$ cat config.mk
export PLATFORM = sky130hd
export DESIGN_NAME = eerd_station_reader
export DESIGN_NICKNAME = d
export VERILOG_FILES = /design/src/rtl/eerd_pkg.sv /design/src/rtl/eerd_sync.sv /design/src/rtl/eerd_word_engine.sv /design/src/rtl/eerd_station_reader.sv
export SDC_FILE = /design/constraint.sdc
export NUM_CORES = 1
export LEC_CHECK = 0
export ABC_AREA = 1
export ABC_CLOCK_PERIOD_IN_PS = 2250
export BUFFER_PORTS_ARGS = -buffer_cell sky130_fd_sc_hd__buf_2
export CAP_MARGIN = 0
export CELL_PAD_IN_SITES_DETAIL_PLACEMENT = 0
export CELL_PAD_IN_SITES_GLOBAL_PLACEMENT = 1
export CORE_UTILIZATION = 44
export CTS_BUF_LIST = sky130_fd_sc_hd__clkbuf_8
export DETAILED_ROUTE_END_ITERATION = 7
export PLACE_DENSITY_LB_ADDON = 0.3
export SYNTH_ARGS = -nofsm -noshare
export SYNTH_HDL_FRONTEND = slang
export SYNTH_HIERARCHICAL = 1
export SYNTH_SLANG_ARGS = --single-unit
$ cat constraint.sdc
create_clock -name clk -period 2.25 [get_ports clk]
set_input_delay 0 -clock clk [delete_from_list [all_inputs] [get_ports clk]]
set_output_delay 0 -clock clk [all_outputs]
set_load 0.005 [all_outputs]
$ cat src/rtl/eerd_pkg.sv
package eerd_pkg;
  // read opcode occupying the top three bits of the outgoing frame
  localparam logic [2:0] RD_OPCODE = 3'b110;

  typedef enum logic [1:0] {
    PH_IDLE,
    PH_SET,
    PH_HI,
    PH_LO
  } eerd_phase_e;
endpackage

$ cat src/rtl/eerd_sync.sv
module eerd_sync #(
  parameter int STAGES = 2
) (
  input  logic clk,
  input  logic rst,
  input  logic d_i,
  output logic q_o
);
  logic [STAGES-1:0] chain_q;

  generate
    if (STAGES == 1) begin : g_single
      always_ff @(posedge clk) begin
        if (rst) chain_q <= '0;
        else     chain_q <= d_i;
      end
    end else begin : g_multi
      always_ff @(posedge clk) begin
        if (rst) chain_q <= '0;
        else     chain_q <= {chain_q[STAGES-2:0], d_i};
      end
    end
  endgenerate

  assign q_o = chain_q[STAGES-1];
endmodule

$ cat src/rtl/eerd_word_engine.sv
module eerd_word_engine
  import eerd_pkg::*;
#(
  parameter int ADDR_W      = 6,
  parameter int DATA_W      = 16,
  parameter int T_HI        = 150,
  parameter int T_LO        = 100,
  parameter int SYNC_STAGES = 2
) (
  input  logic              clk,
  input  logic              rst,
  input  logic              start_i,
  input  logic [ADDR_W-1:0] addr_i,
  output logic              busy_o,
  output logic              done_o,
  output logic [DATA_W-1:0] word_o,
  output logic              ee_cs_o,
  output logic              ee_sk_o,
  output logic              ee_di_o,
  input  logic              ee_do_i
);
  localparam int CMD_W     = ADDR_W + 3;
  localparam int SLOTS     = CMD_W + DATA_W + 1;
  localparam int LAST_SLOT = SLOTS - 1;
  localparam int SLOT_W    = $clog2(SLOTS + 1);
  localparam int MAX_T     = (T_HI > T_LO) ? T_HI : T_LO;
  localparam int CNT_W     = $clog2(MAX_T + 1);

  eerd_phase_e       phase_q, phase_n;
  logic [SLOT_W-1:0] slot_q, slot_n;
  logic [CNT_W-1:0]  cnt_q, cnt_n;
  logic [CMD_W-1:0]  frame_q, frame_n;
  logic [DATA_W-1:0] shift_q;
  logic              done_n;
  logic              active_n, cs_n, sk_n, di_n;
  logic              do_sync;
  logic              sample_now;
  logic              cs_q, sk_q, di_q, done_q;

  eerd_sync #(.STAGES(SYNC_STAGES)) u_do_sync (
    .clk (clk),
    .rst (rst),
    .d_i (ee_do_i),
    .q_o (do_sync)
  );

  // phase sequencer: SET (1 cycle) -> HI (T_HI) -> LO (T_LO) per slot
  always_comb begin
    phase_n = phase_q;
    slot_n  = slot_q;
    cnt_n   = cnt_q;
    frame_n = frame_q;
    done_n  = 1'b0;
    unique case (phase_q)
      PH_IDLE: begin
        if (start_i) begin
          phase_n = PH_SET;
          slot_n  = '0;
          frame_n = {RD_OPCODE, addr_i};
        end
      end
      PH_SET: begin
        phase_n = PH_HI;
        cnt_n   = CNT_W'(T_HI - 1);
      end
      PH_HI: begin
        if (cnt_q == '0) begin
          phase_n = PH_LO;
          cnt_n   = CNT_W'(T_LO - 1);
        end else begin
          cnt_n = cnt_q - 1'b1;
        end
      end
      PH_LO: begin
        if (cnt_q == '0) begin
          if (slot_q == SLOT_W'(LAST_SLOT)) begin
            phase_n = PH_IDLE;
            done_n  = 1'b1;
          end else begin
            phase_n = PH_SET;
            slot_n  = slot_q + 1'b1;
            frame_n = {frame_q[CMD_W-2:0], 1'b0};
          end
        end else begin
          cnt_n = cnt_q - 1'b1;
        end
      end
    endcase
  end

  // line values decoded from the next state so that the pins are registered
  assign active_n = (phase_n != PH_IDLE);
  assign cs_n     = active_n && (slot_n != SLOT_W'(LAST_SLOT));
  assign sk_n     = (phase_n == PH_HI);
  assign di_n     = active_n && (slot_n < SLOT_W'(CMD_W)) && frame_n[CMD_W-1];

  // data bit taken on the last high cycle of each read pulse
  assign sample_now = (phase_q == PH_HI) && (cnt_q == '0) &&
                      (slot_q >= SLOT_W'(CMD_W)) &&
                      (slot_q < SLOT_W'(CMD_W + DATA_W));

  always_ff @(posedge clk) begin
    if (rst) begin
      phase_q <= PH_IDLE;
      slot_q  <= '0;
      cnt_q   <= '0;
      frame_q <= '0;
      shift_q <= '0;
      cs_q    <= 1'b0;
      sk_q    <= 1'b0;
      di_q    <= 1'b0;
      done_q  <= 1'b0;
    end else begin
      phase_q <= phase_n;
      slot_q  <= slot_n;
      cnt_q   <= cnt_n;
      frame_q <= frame_n;
      cs_q    <= cs_n;
      sk_q    <= sk_n;
      di_q    <= di_n;
      done_q  <= done_n;
      if (sample_now) shift_q <= {shift_q[DATA_W-2:0], do_sync};
    end
  end

  assign busy_o  = (phase_q != PH_IDLE);
  assign done_o  = done_q;
  assign word_o  = shift_q;
  assign ee_cs_o = cs_q;
  assign ee_sk_o = sk_q;
  assign ee_di_o = di_q;

  // high-time run length kept for the pulse width property
  logic [CNT_W:0] hi_run_q;
  always_ff @(posedge clk) begin
    if (rst)       hi_run_q <= '0;
    else if (sk_q) hi_run_q <= hi_run_q + 1'b1;
    else           hi_run_q <= '0;
  end

  AST_IDLE_LINES_LOW: assert property (@(posedge clk) disable iff (rst)
    !busy_o |-> (!ee_cs_o && !ee_sk_o && !ee_di_o));
  AST_SK_HIGH_WIDTH: assert property (@(posedge clk) disable iff (rst)
    $fell(ee_sk_o) |-> (hi_run_q == (CNT_W+1)'(T_HI)));
  AST_DI_STABLE_HIGH: assert property (@(posedge clk) disable iff (rst)
    (ee_sk_o && $past(ee_sk_o)) |-> $stable(ee_di_o));
  AST_CS_DROP_SK_LOW: assert property (@(posedge clk) disable iff (rst)
    $fell(ee_cs_o) |-> !ee_sk_o);
  AST_DONE_SINGLE: assert property (@(posedge clk) disable iff (rst)
    done_o |=> !done_o);
endmodule

$ cat src/rtl/eerd_station_reader.sv
module eerd_station_reader #(
  parameter int ADDR_W      = 6,
  parameter int DATA_W      = 16,
  parameter int WORDS       = 3,
  parameter int T_HI        = 150,
  parameter int T_LO        = 100,
  parameter int SYNC_STAGES = 2
) (
  input  logic                    clk,
  input  logic                    rst,
  input  logic                    rd_start,
  input  logic                    rd_multi,
  input  logic [ADDR_W-1:0]       rd_addr,
  output logic                    busy,
  output logic                    done,
  output logic [DATA_W-1:0]       rd_word,
  output logic [WORDS*DATA_W-1:0] station_addr,
  output logic                    ee_cs,
  output logic                    ee_sk,
  output logic                    ee_di,
  input  logic                    ee_do
);
  localparam int SA_W   = WORDS * DATA_W;
  localparam int LEFT_W = $clog2(WORDS + 1);

  logic              busy_q, done_q, multi_q;
  logic [LEFT_W-1:0] left_q;
  logic [ADDR_W-1:0] next_addr_q;
  logic [SA_W-1:0]   acc_q, sa_q;
  logic [DATA_W-1:0] word_q;

  logic              eng_start, eng_busy, eng_done;
  logic [ADDR_W-1:0] eng_addr;
  logic [DATA_W-1:0] eng_word;
  logic [SA_W-1:0]   acc_next;

  // a new start is only passed on while idle; chained words follow a done
  assign eng_start = busy_q ? (eng_done && (left_q != '0)) : rd_start;
  assign eng_addr  = busy_q ? next_addr_q : rd_addr;
  assign acc_next  = {eng_word, acc_q[SA_W-1:DATA_W]};

  eerd_word_engine #(
    .ADDR_W      (ADDR_W),
    .DATA_W      (DATA_W),
    .T_HI        (T_HI),
    .T_LO        (T_LO),
    .SYNC_STAGES (SYNC_STAGES)
  ) u_engine (
    .clk     (clk),
    .rst     (rst),
    .start_i (eng_start),
    .addr_i  (eng_addr),
    .busy_o  (eng_busy),
    .done_o  (eng_done),
    .word_o  (eng_word),
    .ee_cs_o (ee_cs),
    .ee_sk_o (ee_sk),
    .ee_di_o (ee_di),
    .ee_do_i (ee_do)
  );

  always_ff @(posedge clk) begin
    if (rst) begin
      busy_q      <= 1'b0;
      done_q      <= 1'b0;
      multi_q     <= 1'b0;
      left_q      <= '0;
      next_addr_q <= '0;
      acc_q       <= '0;
      sa_q        <= '0;
      word_q      <= '0;
    end else begin
      done_q <= 1'b0;
      if (!busy_q) begin
        if (rd_start) begin
          busy_q      <= 1'b1;
          multi_q     <= rd_multi;
          left_q      <= rd_multi ? LEFT_W'(WORDS - 1) : '0;
          next_addr_q <= rd_addr + 1'b1;
        end
      end else if (eng_done) begin
        acc_q <= acc_next;
        if (left_q != '0) begin
          left_q      <= left_q - 1'b1;
          next_addr_q <= next_addr_q + 1'b1;
        end else begin
          busy_q <= 1'b0;
          done_q <= 1'b1;
          word_q <= eng_word;
          if (multi_q) sa_q <= acc_next;
        end
      end
    end
  end

  assign busy         = busy_q;
  assign done         = done_q;
  assign rd_word      = word_q;
  assign station_addr = sa_q;

  AST_NO_START_WHEN_BUSY: assert property (@(posedge clk) disable iff (rst)
    eng_busy |-> !eng_start);
  AST_ENGINE_IDLE_WHEN_FREE: assert property (@(posedge clk) disable iff (rst)
    !busy_q |-> !eng_busy);
  AST_DONE_NOT_BUSY: assert property (@(posedge clk) disable iff (rst)
    done |-> !busy);
  AST_ADDR_ONLY_AT_DONE: assert property (@(posedge clk) disable iff (rst)
    !$stable(station_addr) |-> done);
endmodule

# Yosys cells after proc, flatten, opt, wreduce, memory -nomap -nowiden
# Cells that the tools add are included.
[classes]
addsub = 5
n_lt_le_gt_ge = 3
n_eq_ne = 12
muxes = 33
bitwise_logic = 5
reduce_logical = 23
[op_table]
columns = ["op", "count"]
rows = [
  ["2-to-1 mux 6 bit", 5],
  ["2-to-1 mux 9 bit", 3],
  ["one-hot mux 8 bit (3 select lines)", 1],
  ["one-hot mux 9 bit (2 select lines)", 1],
  ["2-to-1 mux 2 bit", 8],
  ["2-to-1 mux 8 bit", 2],
  ["2-to-1 mux 5 bit", 3],
  ["adder 6 x 1 -> 6 bit, second input constant", 2],
  ["one-hot mux 5 bit (2 select lines)", 1],
  ["zero test 8 bit", 1],
  ["2-to-1 mux 1 bit", 8],
  ["one-hot mux 2 bit (4 select lines)", 1],
  ["AND reduction 4 bit", 2],
  ["nonzero test 2 bit", 4],
  ["subtractor 8 x 1 -> 8 bit, second input constant", 1],
  ["logical AND 1 bit", 7],
  ["== test 2 bit, second input constant", 3],
  ["!= test 2 x 1 -> 1 bit, second input constant", 3],
  ["!= test 2 bit, second input constant", 3],
  ["AND reduction 2 bit", 3],
  ["AND reduction 3 bit", 2],
  ["OR reduction 3 bit", 2],
  ["adder 5 x 1 -> 5 bit, second input constant", 1],
  ["== test 5 bit, second input constant", 1],
  ["9 further kinds", 13],
]
[totals]
regBits = 169
input_bits = 11
out_inout_bits = 69

# Logic depth before layout (Yosys ltp)
# Gate-level depths: netlist of run 1.
[logic_depth]
ltp_word = 8
ltp_mapped = 16
depth_no_buf = 15

# By module
# Netlist of run 1, hierarchy kept.
[modules_own_cells]
columns = ["mod", "instances", "cells_per_inst", "area_each_um2", "seq_area_each_um2"]
rows = [
  ["eerd_station_reader", 1, 478, 3861.2, 2142.1],
  ["eerd_word_engine", 1, 322, 2263.4, 880.8],
  ["eerd_sync", 1, 6, 55.1, 40.0],
]

# Least setup slack after synthesis of run 1
# Ideal clock, no wire load.
[synth_path]
path_kind = "register to register"
from = "register left_q[0]"
to = "register u_engine.frame_q[0]"
setup_time_ns = 0.071
t_arrival_ns = 1.699
t_required_ns = 2.179
path_slack_ns = 0.481
stages_incl_launch_ff = 15
n_path_buf = 1
synth_period_minus_slack_ns = 1.769
path_cell_list = "dfxtp_1 inv_1 ha_1 inv_1 nand2_1 nand2_2 buf_4 nand2_1 inv_1 a21oi_1 inv_1 nand2_4 nor2_4 nand3_1 a21oi_1"
[synth_between]
elab_chain_len = 5
[synth_rtl]
columns = ["element", "line", "source"]
rows = [
  ["start: declaration", "eerd_station_reader.sv:27", "logic [LEFT_W-1:0] left_q;"],
  ["start signal: assignment", "eerd_station_reader.sv:78", "left_q <= rd_multi ? LEFT_W'(WORDS - 1) : '0;"],
  ["start signal: assignment", "eerd_station_reader.sv:84", "left_q <= left_q - 1'b1;"],
  ["nonzero test 2 bit", "eerd_station_reader.sv:38", "assign eng_start = busy_q ? (eng_done && (left_q != '0)) : rd_start;"],
  ["logical AND 1 bit", "eerd_station_reader.sv:38", ""],
  ["2-to-1 mux 1 bit", "eerd_station_reader.sv:38", ""],
  ["net eng_start", "eerd_station_reader.sv:32", "logic eng_start, eng_busy, eng_done;"],
  ["!= test 2 bit (no line)", "--", ""],
  ["AND reduction 4 bit (no line)", "--", ""],
  ["end signal: assignment", "eerd_word_engine.sv:117", "frame_q <= frame_n;"],
  ["end: declaration", "eerd_word_engine.sv:32", "logic [CMD_W-1:0] frame_q, frame_n;"],
]
# The timed path passes the listed nets, and every way through them passes these cells.
# A chain may end at the register's enable or synchronous reset.

# Worst setup path after layout of run 1
[layout_path]
from = "register u_engine.cnt_q[0]"
to = "register u_engine.cnt_q[1]"
[layout_between]
elab_chain_len = 3
elab_cells_between_ends = 7
cone_classes = "add/sub (1); eq/ne (1); mux (3); reduce/logical (2)"
[layout_rtl]
columns = ["element", "line", "source"]
rows = [
  ["start: declaration", "eerd_word_engine.sv:31", "logic [CNT_W-1:0] cnt_q, cnt_n;"],
  ["start signal: assignment", "eerd_word_engine.sv:116", "cnt_q <= cnt_n;"],
  ["subtractor 8 x 1 -> 8 bit or zero test 8 bit (tied branches)", "--", ""],
  ["2-to-1 mux 8 bit (tied with other cells)", "eerd_word_engine.sv:75", "if (cnt_q == '0) begin"],
  ["one-hot mux 8 bit (3 select lines) or AND reduction 2 bit (tied branches)", "--", ""],
]
# Several ways; a longest one is shown, not always the timed one. The select of a mux whose other input is x is not followed.

==> summary.md, run 1 <==
| Metric | Value |
|---|---|
| Hold depth | `6` |
| Filler instances | `roughly 1300` |
| Via density | `a little under 5` |
| Slowest CP cell | `dfxtp_1` |
| Drt wl/cell | `approximately 13 µm` |
| Family with the most delay on the worst path | `simple AND/OR/NAND/NOR gates` |
| Internal reg-to-reg setup slack | `approximately 330 ps` |
| # port buffers | `79` |
| Combinational power share | `0.217` |
| Mapped Avg Cell Area | `7.67 µm²` |
| Clk slew on worst S/H paths | `80 ps` |
| First-pass GRT wire length | `around 23000 µm` |
| Required @ worst endpoint | `roughly 2600 ps` |
| Post-CTS Setup Inserts | `0` |
| PostCTS Resize Cnt | `0` |
| Pleak | `~3.1 nW` |
| Hold buffer count at cts | `8` |
| CP bufs+invs | `2` |
| Vias in the first global route | `~4700` |
| CTS Buf Count | `17` |
| Final setup vio count | `0` |
| Seq/Total Area, Yosys | `0.496` |
| Starting Density | `0.459` |
| Syn_nets | `slightly above 800` |
| DRT antenna net count | `0` |
| Final hold slack | `around 44 ps` |
| Initial DRC Count | `between 300 and 400` |
| DRC | `0` |
| Vias | `5318` |
| Final Hold Viols | `0` |
| Global placement routability congestion | `around 0.81` |
| CP max FO | `14` |
| Post-synthesis register bit count | `~150` |
| Overall power | `~6.3 mW` |
| Fin util | `0.528` |
| # IOs | `80` |
| CP Class | `flop to flop` |
| Post-DP HPWL | `9490 µm` |
| Pre-antenna DRT Iters | `5` |
| Cells after synthesis | `just over 800` |
| Layout cells sized above 1 | `0.166` |
| H-tree depth | `4` |
| Initial antenna violation count | `0` |
| CP max stage delay | `340 ps` |
| Sequential share of power | `0.467` |
| Post-Syn Area | `approximately 6000 µm²` |
| Maximum clock frequency | `around 0.52 GHz` |
| GRT overflow | `0` |
| FF-to-FF path depth | `11` |
| Clock network fraction of total power | `0.316` |
| TritonCTS clock tree | `yes` |
| Number of distinct library cells after synthesis | `38` |
| Dpl ws | `363 ps` |
| Antenna cell count | `0` |
| Switching power | `around 2.1 mW` |
| # clock sinks | `153` |
| Final #Nets | `about 900` |
| RSZ-0062 raised after global routing | `no` |
| Hold EP | `next_addr_q[5]$_SDFFE_PP0P_` |
| Highest-count cells in the layout ignoring fill and taps | `153 x dfxtp_1, 125 x nor2_1, 123 x o21ai_0` |
| Die area | `about 15000 µm²` |
| Worst slew margin | `0.643` |
| Routed WL | `between 10000 and 15000 µm` |
| # Max-Cap Violations | `0` |
| Reg2reg end | `u_engine/cnt_q[1]$_SDFFE_PP0P_` |
| Sw frac | `0.333` |
| Largest net degree at the start of global routing | `between 60 and 70` |
| Post-route setup TNS | `0 ps` |
| Hold Path Origin | `rd_addr[5]` |
| Setup crit start kind | `flop` |
| Core Region | `13500 µm²` |
| VDD IR max | `slightly below 0.0007 V` |
| Pwr dens | `880 nW/µm²` |
| Internal power | `around 4.2 mW` |
| CP endpoint kind | `flop` |
| Clock Tree Buf Depth | `2` |
| Post-layout min period | `about 1900 ps` |
| Clock skew | `9.62 ps` |
| Final worst path period share | `0.855` |
| Area Growth Syn to Fin | `14.9%` |
| GR Util All Layers | `0.199` |
| Skew-Pair Late Insertion Delay | `between 400 and 500 ps` |
| Critical-path cell list | `inv_1 -> ha_1 -> nand2_2 -> nor2_8 -> nand2_1 -> nand2_1 -> nor2_1 -> inv_1 -> a21oi_1 -> a21oi_1 -> nor2_1` |
| Commonest non-fill, non-tap cell in the layout | `dfxtp_1` |
| Worst setup margin | `~330 ps` |
| Worst Path Arrival | `~2300 ps` |
| Chip height | `121 µm` |
| Row Count | `42` |
| Outcome | `completed` |
| Actual slew at the worst max-slew pin | `534 ps` |
| Critical R2R Launch | `u_engine/cnt_q[0]$_SDFFE_PP0P_` |
| Root buffer cell | `clkbuf_8` |
| Die X-Extent | `121 µm` |
| Synth Warn # | `6` |
| Final Max Slew Viols | `0` |
| Hold Path Class | `primary input to flop` |
==> per-layer routing <==
metal | routed length (µm) | track usage | share of wire | up-vias
met5 | 0 | 0 | 0 | -
met4 | 199 | 0.0694 | 0.014 | 0
met3 | 596 | 0.0420 | 0.043 | 17
met2 | 6020 | 0.293 | 0.43 | 113
met1 | 7120 | 0.286 | 0.51 | 2426
li1 | - | - | - | 2762
==> synthesized netlist by cell type, drive strengths merged <==
| cell type | n | share of area |
|---|---|---|
| a211oi | 3 | 0.0036 |
| or2 | 1 | 0.0010 |
| a31oi | 1 | 0.0010 |
| dfxtp | 153 | 0.50 |
| o21ai | 134 | 0.11 |
| buf | 19 | 0.023 |
| nand4 | 4 | 0.0065 |
| ha | 8 | 0.016 |
| nor2 | 133 | 0.089 |
| o21bai | 2 | 0.0024 |
| xor2 | 1 | 0.0014 |
| a21oi | 75 | 0.063 |
| nor3 | 4 | 0.0032 |
| inv | 88 | 0.054 |
| and2 | 1 | 0.0010 |
| nand3 | 45 | 0.040 |
| clkbuf | 19 | 0.012 |
| clkinv | 1 | 0.0014 |
| xnor2 | 1 | 0.0014 |
| nand2 | 113 | 0.076 |
==> power by group through the flow <==
stage                     registers (mW)  logic [mW]  clock network (mW)
after floorplan                     2.96        1.12                   0
after global placement              2.98        1.30                   0
after detailed placement            2.98        1.33                   0
after CTS                           2.92        1.34                2.04
after global routing                2.94        1.54                2.15
final                               2.92        1.36                1.97
==> layout make-up <==
cell class,count,area (µm²),area share
repair buffers,96,543,0.0764
clock inverters,15,139,0.0196
multi-input cells,526,2560,0.361
well taps,176,220,0.0310
flip-flops and latches,153,3060,0.431
inverters,89,342,0.0481
clock buffers,17,234,0.0329
==> per-stage QoR <==
step,area [µm²],instances
2_1_floorplan,6180,806
3_5_place_dp,6650,1032
5_1_grt,7100,1072
6_report,7100,1072
4_1_cts,7100,1072
3_3_place_gp,6650,1032
==> registers in the layout, summed over array words and instances, names as in the netlist <==
| register | flops |
|---|---|
| done | 1 |
| left_q | 2 |
| u_engine/word_o | 16 |
| next_addr_q | 6 |
| u_engine/done_o | 1 |
| u_engine/u_do_sync/chain_q | 2 |
| u_engine/cnt_q | 8 |
| acc_q | 32 |
| u_engine/slot_q | 5 |
| u_engine/ee_di_o | 1 |
| station_addr | 48 |
| u_engine/phase_q | 2 |
| busy | 1 |
| multi_q | 1 |
| u_engine/ee_sk_o | 1 |
| u_engine/ee_cs_o | 1 |
| u_engine/frame_q | 9 |
| rd_word | 16 |
==> cell families after synthesis <==
family          after synthesis  synth area share
xor+xnor                      2           0.00284
simple gates                301             0.217
buf+inv                     127            0.0897
compound gates              215             0.179
fa+ha+maj                     8            0.0162
flops                       153             0.496
==> tightest hold or removal path: cells and delay by family <==
kind | cells | cell delay [ps]
compound gates | 1 | 110
simple gates | 3 | 240
buf+inv | 2 | 110
==> worst max-delay path by stage <==
stage	to	from	slack (ps)	depth (start not counted)
finish	u_engine/cnt_q[1]$_SDFFE_PP0P_	u_engine/cnt_q[0]$_SDFFE_PP0P_	330	11
global route	u_engine/cnt_q[1]$_SDFFE_PP0P_	u_engine/cnt_q[0]$_SDFFE_PP0P_	120	11
CTS	u_engine/cnt_q[1]$_SDFFE_PP0P_	u_engine/cnt_q[0]$_SDFFE_PP0P_	350	11
detailed placement	u_engine/cnt_q[1]$_SDFFE_PP0P_	u_engine/cnt_q[0]$_SDFFE_PP0P_	360	11
global placement	u_engine/cnt_q[2]$_SDFFE_PP0P_	u_engine/cnt_q[0]$_SDFFE_PP0P_	430	9
floorplan	u_engine/frame_q[0]$_SDFFE_PP0P_	left_q[0]$_SDFFE_PP0P_	480	14
Note: power is estimated with default switching activity, not from simulation.
==> inputs of run 2 (changes only) <==
ABC_AREA = unset   (was 1)
CORE_UTILIZATION = 45   (was 44)
==> run 2 against run 1 <==
Net effect: utilization increased by 2.2 points; flip-flop and latch count unchanged; hold slack worse by 14 ps; sequential power barely moved; sequential share of layout area is 1.1 points lower; combinational power up 21%; synthesized cell count shrank 12%; global-route usage rose by 1.5 points; fmax fell by 8.7%; die area fell by 3.4%; routed wire length rose by 4.7%; critical endpoint is now u_engine/ee_di_o$_SDFF_PP0_.
==> summary.md, run 2 <==
| Metric | Value |
|---|---|
| Hold Path Class | `primary input to flop` |
| Antenna cell count | `0` |
| # clock sinks | `between 150 and 200` |
| Fin util | `0.550` |
| CP endpoint kind | `flop` |
| TritonCTS clock tree | `yes` |
| Xor/xnor cell area share of the yosys netlist | `0.00431` |
| First-pass GRT wire length | `roughly 24000 µm` |
| Cells after synthesis | `~710` |
| Setup crit start kind | `flop` |
| Drt wl/cell | `~15 µm` |
| Initial antenna violation count | `0` |
| Starting Density | `0.461` |
| Die area | `~14000 µm²` |
| Required @ worst endpoint | `approximately 2600 ps` |
| Die X-Extent | `118 µm` |
| Clock skew | `about 9 ps` |
| Global placement routability congestion | `~0.81` |
| # port buffers | `79` |
| Initial DRC Count | `319` |
| Pre-antenna DRT Iters | `5` |
| CP max FO | `5` |
| Layout cells sized above 1 | `0.216` |
| Pwr dens | `931 nW/µm²` |
| Actual slew at the worst max-slew pin | `714 ps` |
| Largest net degree at the start of global routing | `90` |
| Post-route setup TNS | `0 ps` |
| Post-synthesis simple-gate area fraction | `0.213` |
| VDD IR max | `0.000663 V` |
| Pleak | `2.94 nW` |
| Clk slew on worst S/H paths | `around 80 ps` |
| Post-layout min period | `between 2000 and 2500 ps` |
| Skew-Pair Late Insertion Delay | `450 ps` |
| Predominant post-synthesis flop cell | `dfxtp_1` |
| Post-synth EDFFs | `0` |
| Via density | `between 5 and 6` |
| Vias in the first global route | `a little under 5000` |
| Largest register FFs | `48` |
| CP max stage delay | `350 ps` |
| Routed WL | `approximately 15000 µm` |
| Synth top area cells | `dfxtp_1 50%, nand2_1 11%, a21oi_1 8.8%` |
| Post-Syn Area | `just over 6000 µm²` |
| Compound-gate portion of the synthesized area | `0.176` |
| Final Hold Viols | `0` |
| Critical-path cell list | `inv_1 -> ha_1 -> nand3b_1 -> and2_4 -> clkinvlp_4 -> o21ai_4 -> buf_4 -> a221oi_4 -> nand4_1 -> a2111oi_4` |
| Chip height | `between 100 and 150 µm` |
| Largest family of logic cells by synthesized area | `simple AND/OR/NAND/NOR gates` |
| Final worst path period share | `0.936` |
| DRT antenna net count | `0` |
| Outcome | `completed` |
| Worst Path Arrival | `around 2500 ps` |
| Cell taking the most area after synthesis | `dfxtp_1` |
| Syn_nets | `roughly 730` |
| Synth Warn # | `6` |
| Mapped Avg Cell Area | `roughly 8.6 µm²` |
| # Max-Cap Violations | `0` |
| CP bufs+invs | `3` |
| Post-synthesis register bit count | `153` |
| Seq/Total Area, Yosys | `0.502` |
| Family with the most delay on the worst path | `compound AO/OA/AOI/OAI gates` |
| Filler instances | `between 1000 and 1500` |
| Post-DP HPWL | `about 9900 µm` |
| Area Growth Syn to Fin | `19.4%` |
| Vias | `around 5300` |
| Async set or reset register ratio after synthesis | `0` |
| Final setup vio count | `0` |
| Commonest cells in the netlist | `185 x nand2_1, 153 x dfxtp_1, 107 x a21oi_1, 38 x nor2_1, 24 x clkbuf_1` |
| Clock Tree Buf Depth | `2` |
| Core Region | `approximately 13000 µm²` |
| Final Max Slew Viols | `0` |
| GRT overflow | `0` |
| CP Class | `flop to flop` |
| Most common cell in the netlist | `nand2_1` |
| RSZ-0062 raised after global routing | `yes` |
| Number of distinct library cells after synthesis | `63` |
| Mux cell area share after synthesis | `0.0387` |
| Highest-count cells in the layout ignoring fill and taps | `185 x nand2_1, 151 x dfxtp_1, 107 x a21oi_1` |
| CTS Buf Count | `17` |
| Root buffer cell | `clkbuf_8` |
| Row Count | `42` |
| Final hold slack | `about 31 ps` |
| GR Util All Layers | `0.214` |
| Adder-cell share of the synthesized area | `0.0164` |
| Commonest non-fill, non-tap cell in the layout | `nand2_1` |
| Worst slew margin | `0.523` |
| Synth top area share | `0.502` |
| Maximum clock frequency | `~0.47 GHz` |
| DRC | `0` |
| H-tree depth | `4` |
| Slowest CP cell | `dfxtp_2` |
| Final #Nets | `about 820` |
| # IOs | `80` |
[run 2: logic make-up after synthesis]
family          after synthesis
flops                       153
compound gates              173
fa+ha+maj                     8
xor+xnor                      3
simple gates                289
mux                          23
buf+inv                      59
[run 2: worst reg2reg max path, delay by kind of cell, from the launching register on]
| family | cells | cell delay [ps] |
|---|---|---|
| and+or+nand+nor | 3 | 530 |
| adders and majority gates | 1 | 190 |
| buffers and inverters | 3 | 310 |
| DFF | 1 | 350 |
| AOI/OAI and AO/OA | 3 | 640 |
[run 2: path summary, 6_finish.rpt]
kind	startpoint	endpoint	slack (ps)	cells past startpoint
setup / recovery	left_q[0]$_SDFFE_PP0P_	u_engine/ee_di_o$_SDFF_PP0_	140	10
hold / removal	rd_addr[5]	next_addr_q[5]$_SDFFE_PP0P_	30	4
setup reg to reg	left_q[0]$_SDFFE_PP0P_	u_engine/ee_di_o$_SDFF_PP0_	140	10
hold reg to reg	station_addr[32]$_SDFFE_PP0P_	station_addr[32]$_SDFFE_PP0P_	450	2
[run 2: report_power, final]
part	total, mW	leakage [nW]	internal, mW	switching [mW]
clock network	2.22	0.227	1.23	0.995
registers	2.93	1.24	2.82	0.106
logic	1.64	1.48	0.663	0.973
total	6.79	2.94	4.71	2.07
[run 2: stage by stage]
| step | cell area, µm² | cells | worst slack [ps] | power (mW) |
|---|---|---|---|---|
| floorplan | 6110 | 708 | 43.8 | 3.96 |
| global placement | 6710 | 947 | 79.4 | 4.45 |
| detailed placement | 6710 | 947 | -15.5 | 4.46 |
| CTS | 7180 | 983 | 20.5 | 6.69 |
| global route | 7290 | 987 | 2.57 | 7.14 |
| finish | 7290 | 987 | 144 | 6.79 |
[run 2: final cells by class]
type / count / area [µm²] / area share
clock inverter: 14 / 180 / 0.0247
clock buffer: 18 / 248 / 0.0340
inverter: 13 / 52.6 / 0.00721
sequential: 153 / 3070 / 0.421
multi-input combinational: 496 / 2820 / 0.386
timing repair buffer: 117 / 706 / 0.0968
tap: 176 / 220 / 0.0302
[run 2: timing repair]
action	CTS	global route
endpoints found under the setup margin	1	9
hold endpoints to repair	8	0
buffers inserted	0	4
pin swaps	0	9
gates resized for setup	1	14
hold buffers	4	0
[run 2: per-layer routing]
layer | wire, µm | GRT usage | up-vias
li1 | - | - | 2610
met1 | 6460 | 0.259 | 2544
met2 | 7360 | 0.370 | 92
met3 | 543 | 0.0449 | 17
met4 | 220 | 0.0807 | 0
met5 | 0 | 0 | -
